--- config.mk ---
export PLATFORM = sky130hd
export DESIGN_NAME = opsz_resolver
export DESIGN_NICKNAME = d
export VERILOG_FILES = /design/src/rtl/opsz_pkg.sv /design/src/rtl/opsz_byte_class.sv /design/src/rtl/opsz_prefix_track.sv /design/src/rtl/opsz_size_calc.sv /design/src/rtl/opsz_resolver.sv
export SDC_FILE = /design/constraint.sdc
export NUM_CORES = 1
export LEC_CHECK = 0
export BUFFER_PORTS_ARGS = -buffer_cell sky130_fd_sc_hd__buf_2
export CAP_MARGIN = 20
export CORE_ASPECT_RATIO = 1.2
export CORE_MARGIN = 2
export CORE_UTILIZATION = 52
export DETAILED_ROUTE_END_ITERATION = 7
export HOLD_SLACK_MARGIN = 0.02
export PLACE_DENSITY = 0.78
export SLEW_MARGIN = 0
export SYNTH_ARGS = -nofsm -noshare
export SYNTH_HDL_FRONTEND = slang
export SYNTH_SLANG_ARGS = --single-unit
--- constraint.sdc ---
create_clock -name clk_i -period 1.62 [get_ports clk_i]
set_input_delay 0.162 -clock clk_i [delete_from_list [all_inputs] [get_ports clk_i]]
set_output_delay 0.162 -clock clk_i [all_outputs]
set_load 0.005 [all_outputs]
--- src/rtl/opsz_pkg.sv ---
package opsz_pkg;
  typedef enum logic [1:0] {SZ16 = 2'd0, SZ32 = 2'd1, SZ64 = 2'd2, SZNONE = 2'd3} size_e;
  typedef enum logic [1:0] {BK_OPCODE = 2'd0, BK_LEGACY = 2'd1, BK_REX = 2'd2} kind_e;

  function automatic logic is_legacy(input logic [7:0] b);
    case (b)
      8'h26, 8'h2E, 8'h36, 8'h3E, 8'h64, 8'h65,
      8'h66, 8'h67, 8'hF0, 8'hF2, 8'hF3: return 1'b1;
      default: return 1'b0;
    endcase
  endfunction
endpackage

--- src/rtl/opsz_byte_class.sv ---
module opsz_byte_class
  import opsz_pkg::*;
(
  input  logic [7:0] byte_i,
  input  logic       long_i,
  output kind_e      kind_o,
  output logic       is_opsz_o,
  output logic       is_adsz_o
);
  always_comb begin
    if (is_legacy(byte_i))                   kind_o = BK_LEGACY;
    else if (long_i && byte_i[7:4] == 4'h4)  kind_o = BK_REX;
    else                                     kind_o = BK_OPCODE;
  end
  assign is_opsz_o = (byte_i == 8'h66);
  assign is_adsz_o = (byte_i == 8'h67);
endmodule

--- src/rtl/opsz_prefix_track.sv ---
module opsz_prefix_track
  import opsz_pkg::*;
#(
  parameter int MAX_PREFIX = 14
) (
  input  logic       clk_i,
  input  logic       rst_ni,
  input  logic       acc_i,
  input  kind_e      kind_i,
  input  logic       is_opsz_i,
  input  logic       is_adsz_i,
  input  logic [3:0] rex_bits_i,
  output logic       p66_o,
  output logic       p67_o,
  output logic       rex_v_o,
  output logic [3:0] rex_o,
  output logic       overlen_o
);
  localparam int CW = $clog2(MAX_PREFIX + 1);

  logic [CW-1:0] cnt_q;
  logic          p66_q, p67_q, rex_v_q, ovl_q;
  logic [3:0]    rex_q;

  always_ff @(posedge clk_i or negedge rst_ni) begin
    if (!rst_ni) begin
      cnt_q   <= '0;
      p66_q   <= 1'b0;
      p67_q   <= 1'b0;
      rex_v_q <= 1'b0;
      rex_q   <= '0;
      ovl_q   <= 1'b0;
    end else begin
      ovl_q <= 1'b0;
      if (acc_i) begin
        if (kind_i == BK_OPCODE || cnt_q == CW'(MAX_PREFIX)) begin
          // opcode ends the run; overflow drops the byte and resyncs
          cnt_q   <= '0;
          p66_q   <= 1'b0;
          p67_q   <= 1'b0;
          rex_v_q <= 1'b0;
          rex_q   <= '0;
          ovl_q   <= (kind_i != BK_OPCODE);
        end else begin
          cnt_q <= cnt_q + 1'b1;
          if (kind_i == BK_LEGACY) begin
            p66_q   <= p66_q | is_opsz_i;
            p67_q   <= p67_q | is_adsz_i;
            rex_v_q <= 1'b0;
            rex_q   <= '0;
          end else begin
            rex_v_q <= 1'b1;
            rex_q   <= rex_bits_i;
          end
        end
      end
    end
  end

  assign p66_o     = p66_q;
  assign p67_o     = p67_q;
  assign rex_v_o   = rex_v_q;
  assign rex_o     = rex_q;
  assign overlen_o = ovl_q;
endmodule

--- src/rtl/opsz_size_calc.sv ---
module opsz_size_calc
  import opsz_pkg::*;
(
  input  logic  long_i,
  input  logic  dflt_i,
  input  logic  p66_i,
  input  logic  p67_i,
  input  logic  rex_w_i,
  output size_e opsz_o,
  output size_e adsz_o,
  output logic  reserved_o
);
  size_e base, alt;

  always_comb begin
    base       = dflt_i ? SZ32 : SZ16;
    alt        = dflt_i ? SZ16 : SZ32;
    reserved_o = long_i && dflt_i;
    if (reserved_o) begin
      opsz_o = SZNONE;
      adsz_o = SZNONE;
    end else if (long_i) begin
      opsz_o = rex_w_i ? SZ64 : (p66_i ? SZ16 : SZ32);
      adsz_o = p67_i ? SZ32 : SZ64;
    end else begin
      opsz_o = p66_i ? alt : base;
      adsz_o = p67_i ? alt : base;
    end
  end
endmodule

--- src/rtl/opsz_resolver.sv ---
module opsz_resolver
  import opsz_pkg::*;
#(
  parameter int MAX_PREFIX = 14
) (
  input  logic       clk_i,
  input  logic       rst_ni,
  input  logic       in_valid_i,
  output logic       in_ready_o,
  input  logic [7:0] in_byte_i,
  input  logic       seg_long_i,
  input  logic       seg_dflt_i,
  output logic       out_valid_o,
  input  logic       out_ready_i,
  output logic [1:0] out_opsz_o,
  output logic [1:0] out_adsz_o,
  output logic [3:0] out_rex_o,
  output logic [7:0] out_opcode_o,
  output logic       err_reserved_o,
  output logic       err_overlen_o
);
  kind_e      kind;
  logic       is_opsz, is_adsz, acc, take_op;
  logic       p66, p67, rex_v, reserved;
  logic [3:0] rex;
  size_e      opsz, adsz;

  logic       vld_q, rsv_q;
  logic [1:0] opsz_q, adsz_q;
  logic [3:0] rex_q;
  logic [7:0] opc_q;

  assign in_ready_o = !vld_q || out_ready_i;
  assign acc        = in_valid_i && in_ready_o;
  assign take_op    = acc && (kind == BK_OPCODE);

  opsz_byte_class u_class (
    .byte_i    (in_byte_i),
    .long_i    (seg_long_i),
    .kind_o    (kind),
    .is_opsz_o (is_opsz),
    .is_adsz_o (is_adsz)
  );

  opsz_prefix_track #(.MAX_PREFIX(MAX_PREFIX)) u_track (
    .clk_i      (clk_i),
    .rst_ni     (rst_ni),
    .acc_i      (acc),
    .kind_i     (kind),
    .is_opsz_i  (is_opsz),
    .is_adsz_i  (is_adsz),
    .rex_bits_i (in_byte_i[3:0]),
    .p66_o      (p66),
    .p67_o      (p67),
    .rex_v_o    (rex_v),
    .rex_o      (rex),
    .overlen_o  (err_overlen_o)
  );

  opsz_size_calc u_calc (
    .long_i     (seg_long_i),
    .dflt_i     (seg_dflt_i),
    .p66_i      (p66),
    .p67_i      (p67),
    .rex_w_i    (rex_v && rex[3]),
    .opsz_o     (opsz),
    .adsz_o     (adsz),
    .reserved_o (reserved)
  );

  always_ff @(posedge clk_i or negedge rst_ni) begin
    if (!rst_ni) begin
      vld_q  <= 1'b0;
      rsv_q  <= 1'b0;
      opsz_q <= '0;
      adsz_q <= '0;
      rex_q  <= '0;
      opc_q  <= '0;
    end else if (take_op) begin
      vld_q  <= 1'b1;
      rsv_q  <= reserved;
      opsz_q <= opsz;
      adsz_q <= adsz;
      rex_q  <= rex_v ? rex : 4'h0;
      opc_q  <= in_byte_i;
    end else if (out_ready_i) begin
      vld_q <= 1'b0;
      rsv_q <= 1'b0;
    end
  end

  assign out_valid_o    = vld_q;
  assign err_reserved_o = rsv_q;
  assign out_opsz_o     = opsz_q;
  assign out_adsz_o     = adsz_q;
  assign out_rex_o      = rex_q;
  assign out_opcode_o   = opc_q;
endmodule

-- After elaboration in Yosys (flattened, before gate mapping)
Cells that the tools add are included.
- $add $sub $neg: 1
- multipliers: 0
- div/mod/pow operators: 0
- order comparisons: 0
- equal/unequal tests: 14
- shifts and indexed selects: 0
- multiplexer cells: 29
- bitwise logic cells: 2
- reduce and logical (&&, ||, !) cells: 14
- operator list (cell ; count):
    $eq A8 B6 Y1 const B ; 4
    $eq A8 B7 Y1 const B ; 4
    $eq A8 B8 Y1 const B ; 3
    $mux W2 ; 10
    $mux W4 ; 4
    $mux W1 ; 15
    $reduce_or A11 Y1 ; 1
    $reduce_bool A2 Y1 ; 3
    $logic_and A1 B1 Y1 ; 5
    $add A4 B1 Y4 const B ; 1
    $eq A4 B3 Y1 const B ; 1
    $eq A4 B4 Y1 const B ; 1
    $eq A2 B1 Y1 const B ; 1
    $logic_not A2 Y1 ; 1
    $logic_or A1 B1 Y1 ; 2
    $or A1 B1 Y1 ; 2
    $reduce_and A2 Y1 ; 1
    $logic_not A1 Y1 ; 1
- flip-flop bits (word level): 30
- bits in latches: 0
- RAM bits: 0
- ROM bits: 0
- input port bits: 14
- output and inout bits: 20
- logic and storage cells: 72
- memories kept: 0

-- Depth between registers and ports, before layout
- depth after elaboration: 8
- mapped depth: 6
- mapped depth without buffers: 6

-- Hierarchy
From an unflattened synthesis, not the netlist that was laid out.
- cells, all modules: 120
- area, all modules: 1422.6 um2
- by module, submodules not included (module ; instances ; cells each ; area an instance (um2) ; sequential area each (um2)):
    opsz_resolver ; 1 ; 49 ; 758.2 ; 450.4
    opsz_prefix_track ; 1 ; 45 ; 506.7 ; 300.3
    opsz_byte_class ; 1 ; 14 ; 86.3 ; 0.0
    opsz_size_calc ; 1 ; 12 ; 71.3 ; 0.0

-- Least setup slack after synthesis
Ideal clock, no wire load.
- path kind: register -> register
- from: register vld_q, in the netlist out_valid_o
- to: register opc_q[1], in the netlist out_opcode_o[1]
- library setup time: 125 ps
- arrival: 1375 ps
- required time: 1495 ps
- setup slack: 120 ps
- stages on the path, launching flop included: 6
- path buffers: 1
- clock period less this slack: 1500 ps
- cell sequence: dfrtp_1 nand2b_1 nand2_1 nor2_4 buf_6 mux2_4
- word-level cells in the longest chain between the ends: 4
- ends and longest elaborated chain (element ; line ; source):
    start, declared ; opsz_resolver.sv:28 ; logic vld_q, rsv_q;
    start signal, assigned ; opsz_resolver.sv:73 ; vld_q <= 1'b0;
    start signal, assigned ; opsz_resolver.sv:80 ; vld_q <= 1'b1;
    start signal, assigned ; opsz_resolver.sv:87 ; vld_q <= 1'b0;
    $logic_not A1 Y1 ; opsz_resolver.sv:33 ; assign in_ready_o = !vld_q || out_ready_i;
    $logic_or A1 B1 Y1 ; opsz_resolver.sv:33 ;
    named net in_ready_o ; opsz_resolver.sv:9 ; output logic in_ready_o,
    $logic_and A1 B1 Y1 ; opsz_resolver.sv:34 ; assign acc = in_valid_i && in_ready_o;
    $logic_and A1 B1 Y1 ; opsz_resolver.sv:35 ; assign take_op = acc && (kind == BK_OPCODE);
    end signal, assigned ; opsz_resolver.sv:85 ; opc_q <= in_byte_i;
    end, declared ; opsz_resolver.sv:31 ; logic [7:0] opc_q;
The timed path passes the listed nets, and every way through them passes these cells.
A chain may end at the register's enable or synchronous reset.

-- Worst setup path after layout
- from: register vld_q, in the netlist out_valid_o
- to: register u_track.cnt_q[3]
- word-level cells in the longest chain between the ends: 3
- ends and longest elaborated chain (element ; line ; source):
    $logic_not A1 Y1 ; opsz_resolver.sv:33 ;
    $logic_or A1 B1 Y1 ; opsz_resolver.sv:33 ;
    $logic_and A1 B1 Y1 ; opsz_resolver.sv:34 ;
    end signal, assigned ; opsz_prefix_track.sv:45 ; cnt_q <= cnt_q + 1'b1;
    end, declared ; opsz_prefix_track.sv:21 ; logic [CW-1:0] cnt_q;
Every way passes these cells.

==> metrics.md <==
| Metric | Value |
|---|---|
| RSZ-0062 raised after global routing | no |
| Via-per-instance ratio | 5.492 |
| Sum Neg Setup Slack | 0 ns |
| Worst-Margin Slew | 0.6604 ns |
| Largest net degree at the start of global routing | 31 |
| Core ar. | 2527 um2 |
| Largest cells by area after synthesis | dfrtp_1, mux2_4, o21ai_0 |
| CTS tree | built |
| Number of synthesized flops with an enable pin | 0 |
| Initial antenna violation count | 0 |
| Syn nets | 138 |
| Postcts setup bufs | 0 |
| CTS sink cnt | 30 |
| Top cells by count, synth | dfrtp_1, o21ai_0, nand2_1 |
| Pre-antenna DRT Iters | 4 |
| Number of synthesis warnings | 0 |
| Clock skew | 0.009362 ns |
| # diodes | 0 |
| Top-count cell post-synth | dfrtp_1 |
| Crit end category | register |
| Setup violations, final | 0 |
| Maximum vdd drop | 574.3 uV |
| Max cap viols | 0 |
| Final Slew Violations | 0 |
| Worst-Skew Late Latency | 0.32 ns |
| RD Place Congestion | 0.8549 |
| Worst setup path category | register to register |
| FMAX | 665.5 MHz |
| CP Max Fanout | 20 |
| GRT Util Overall | 20.54% |
| ANT nets after route | 0 |
| Routed WL | 2.766 mm |
| Multi-input gate area | 614.3 um2 |
| Area share of the largest cell type after synthesis | 54.10% |
| DR iter-0 viols | 30 |
| H-tree Lvls | 2 |
| Pwr/cell area | 922.0 nW/um2 |
| CP startpoint kind | register |
| Leak | 0.8168 nW |
| DRC | 0 |
| First-pass GRT wire length | 4.623 mm |
| Synthesized area | 1388 um2 |
| Flops & latches, synth | 30 |
| PortBufs | 33 |
| Die Y | 60.59 um |
| I/O pin cnt | 34 |
| Overflow after GRT | 0 |
| TritonCTS Buffers | 5 |
| Starting Density | 54.90% |
| Vias | 1,082 |
| Ys flop type | dfrtp_1 |
| Die X | 51.16 um |
| Post-synthesis sequential area ratio | 54.10% |
| DIE AREA | 3099 um2 |
| Area leader, netlist | dfrtp_1 |
| Clock Pin Slew Worst Setup and Hold Paths | 0.09 ns |
| Share of post-route cells with drive strength above 1 | 35.98% |
| Avg Cell Area, Syn | 11.37 um2 |
| Fin crit period | 1.503 ns |
| Fillers | 206 |
| Hold/Removal Path Class | input pin to register |
| Met1 Track Usage GR | 25.16% |
| Met2 Use GR | 33.77% |
| Flip-flop and latch area | 750.7 um2 |
| Worst EP required | 1.86 ns |
| Worst path arrival time | 1.74 ns |
| Status | complete, no violations |
| Syn Inst Count | 122 |
| Number of global-route vias before repair | 1,026 |
| Post-synthesis cell type count | 28 |
| Area Overhead vs Synth | 22.18% |
| Final period util | 92.75% |
| Root buf cell | clkbuf_4 |
| Nets@finish | 179 |
| Slew margin rel. | 55.98% |
| Routed WL per cell | 14.04 um |
| Cell count after placement | 188 |
| Hpwl dp | 2.079 mm |
| Non-filler cells, final | 197 |
| Clock Path Buffers | 2 |
| Async SR Flop Fraction | 100.0% |
| GRT met3 Usage | 6.897% |
| Most crowded layer after global routing | met2 |
| Rows | 20 |
| Endpoints failing hold | 0 |
-- critical path, stage by stage, from the launching register on --
cell	delay, ns
dfrtp_1	0.38
nand2b_1	0.18
nand2_2	0.13
buf_4	0.21
or3_1	0.36
a21oi_1	0.16
-- final timing paths --
| kind | slack [ns] | from | endpoint | cells past startpoint |
|---|---|---|---|---|
| max in group asynchronous | 0.79 | rst_ni | u_track.cnt_q[3] | 2 |
| worst max register to register | 0.12 | out_valid_o | u_track.cnt_q[3] | 5 |
| worst max-delay path | 0.12 | out_valid_o | u_track.cnt_q[3] | 5 |
| worst min-delay path | 0.11 | in_byte_i[3] | u_track.rex_o[3] | 2 |
| worst min register to register | 0.51 | out_opcode_o[0] | out_opcode_o[0] | 1 |
| min in group asynchronous | 0.40 | rst_ni | u_track.rex_o[1] | 2 |
-- cell families after synthesis --
kind of cell / share of synthesized area, %
simple gates: 13.80
mux: 10.91
fa+ha+maj: 1.803
compound gates: 16.86
buf+inv: 2.525
flops: 54.10
-- flip-flops by register name (all words and copies together), names as in the netlist, 2 cells and up --
| register | cells |
|---|---|
| out_opcode_o | 8 |
| u_track.cnt_q | 4 |
| out_opsz_o | 2 |
| out_rex_o | 4 |
| u_track.rex_o | 4 |
| out_adsz_o | 2 |
-- placed cells by master (no fill, tap or decap), drive strengths merged --
cell,n
inv,3
ha,2
and2,2
o41ai,1
a21o,2
mux2i,2
or3,1
a22o,6
nand2,9
and3,2
clkinv,1
a32oi,1
o21ai,13
dlygate4sd3,1
nand2b,3
nand3,2
nor3,6
dfrtp,30
o31ai,6
nand4b,2
nor2b,2
nor2,8
mux2,10
buf,37
a21oi,5
clkbuf,7
-- stage by stage --
step | hold slack, ns | utilization, % | worst slack [ns] | power (mW) | area [um2]
6_report | 0.1059 | 67.08 | 0.1174 | 1.563 | 1695
5_1_grt | 0.08740 | 67.08 | 0.05717 | 1.647 | 1695
4_1_cts | 0.09457 | 66.58 | 0.03397 | 1.580 | 1683
3_5_place_dp | 0.2361 | 63.81 | 0.01771 | 1.127 | 1613
3_3_place_gp | 0.2193 | 63.81 | 0.04657 | 1.118 | 1613
2_1_floorplan | -0.1336 | - | 0.1196 | 0.9914 | 1388
-- metal layers --
| metal | vias up | share of wire, % |
|---|---|---|
| met1 | 516 | 43 |
| met5 | - | 0 |
| met4 | 0 | 0.36 |
| met2 | 41 | 50 |
| li1 | 523 | - |
| met3 | 2 | 6.8 |
-- layout make-up --
cell class	instances	share of cell area, %
tap	33	2.435
timing repair buffer	38	12.84
multi-input combinational	85	36.24
sequential	30	44.28
clock inverter	1	0.2952
inverter	3	0.6642
clock buffer	7	3.247
-- where the power goes --
part	internal [mW]	total [mW]	switching, mW	leakage, nW
clock	0.210	0.449	0.239	0.0353
combinational	0.140	0.273	0.133	0.392
sequential	0.808	0.842	0.0335	0.390
total	1.16	1.56	0.405	0.817
-- what timing repair did --
| action | CTS | global route |
|---|---|---|
| resized for setup | 0 | 3 |
| setup endpoints to repair | 0 | 6 |
| endpoints found under the hold margin | 30 | 0 |
| hold buffers | 1 | 0 |
Power figures use the tool's default switching activity.
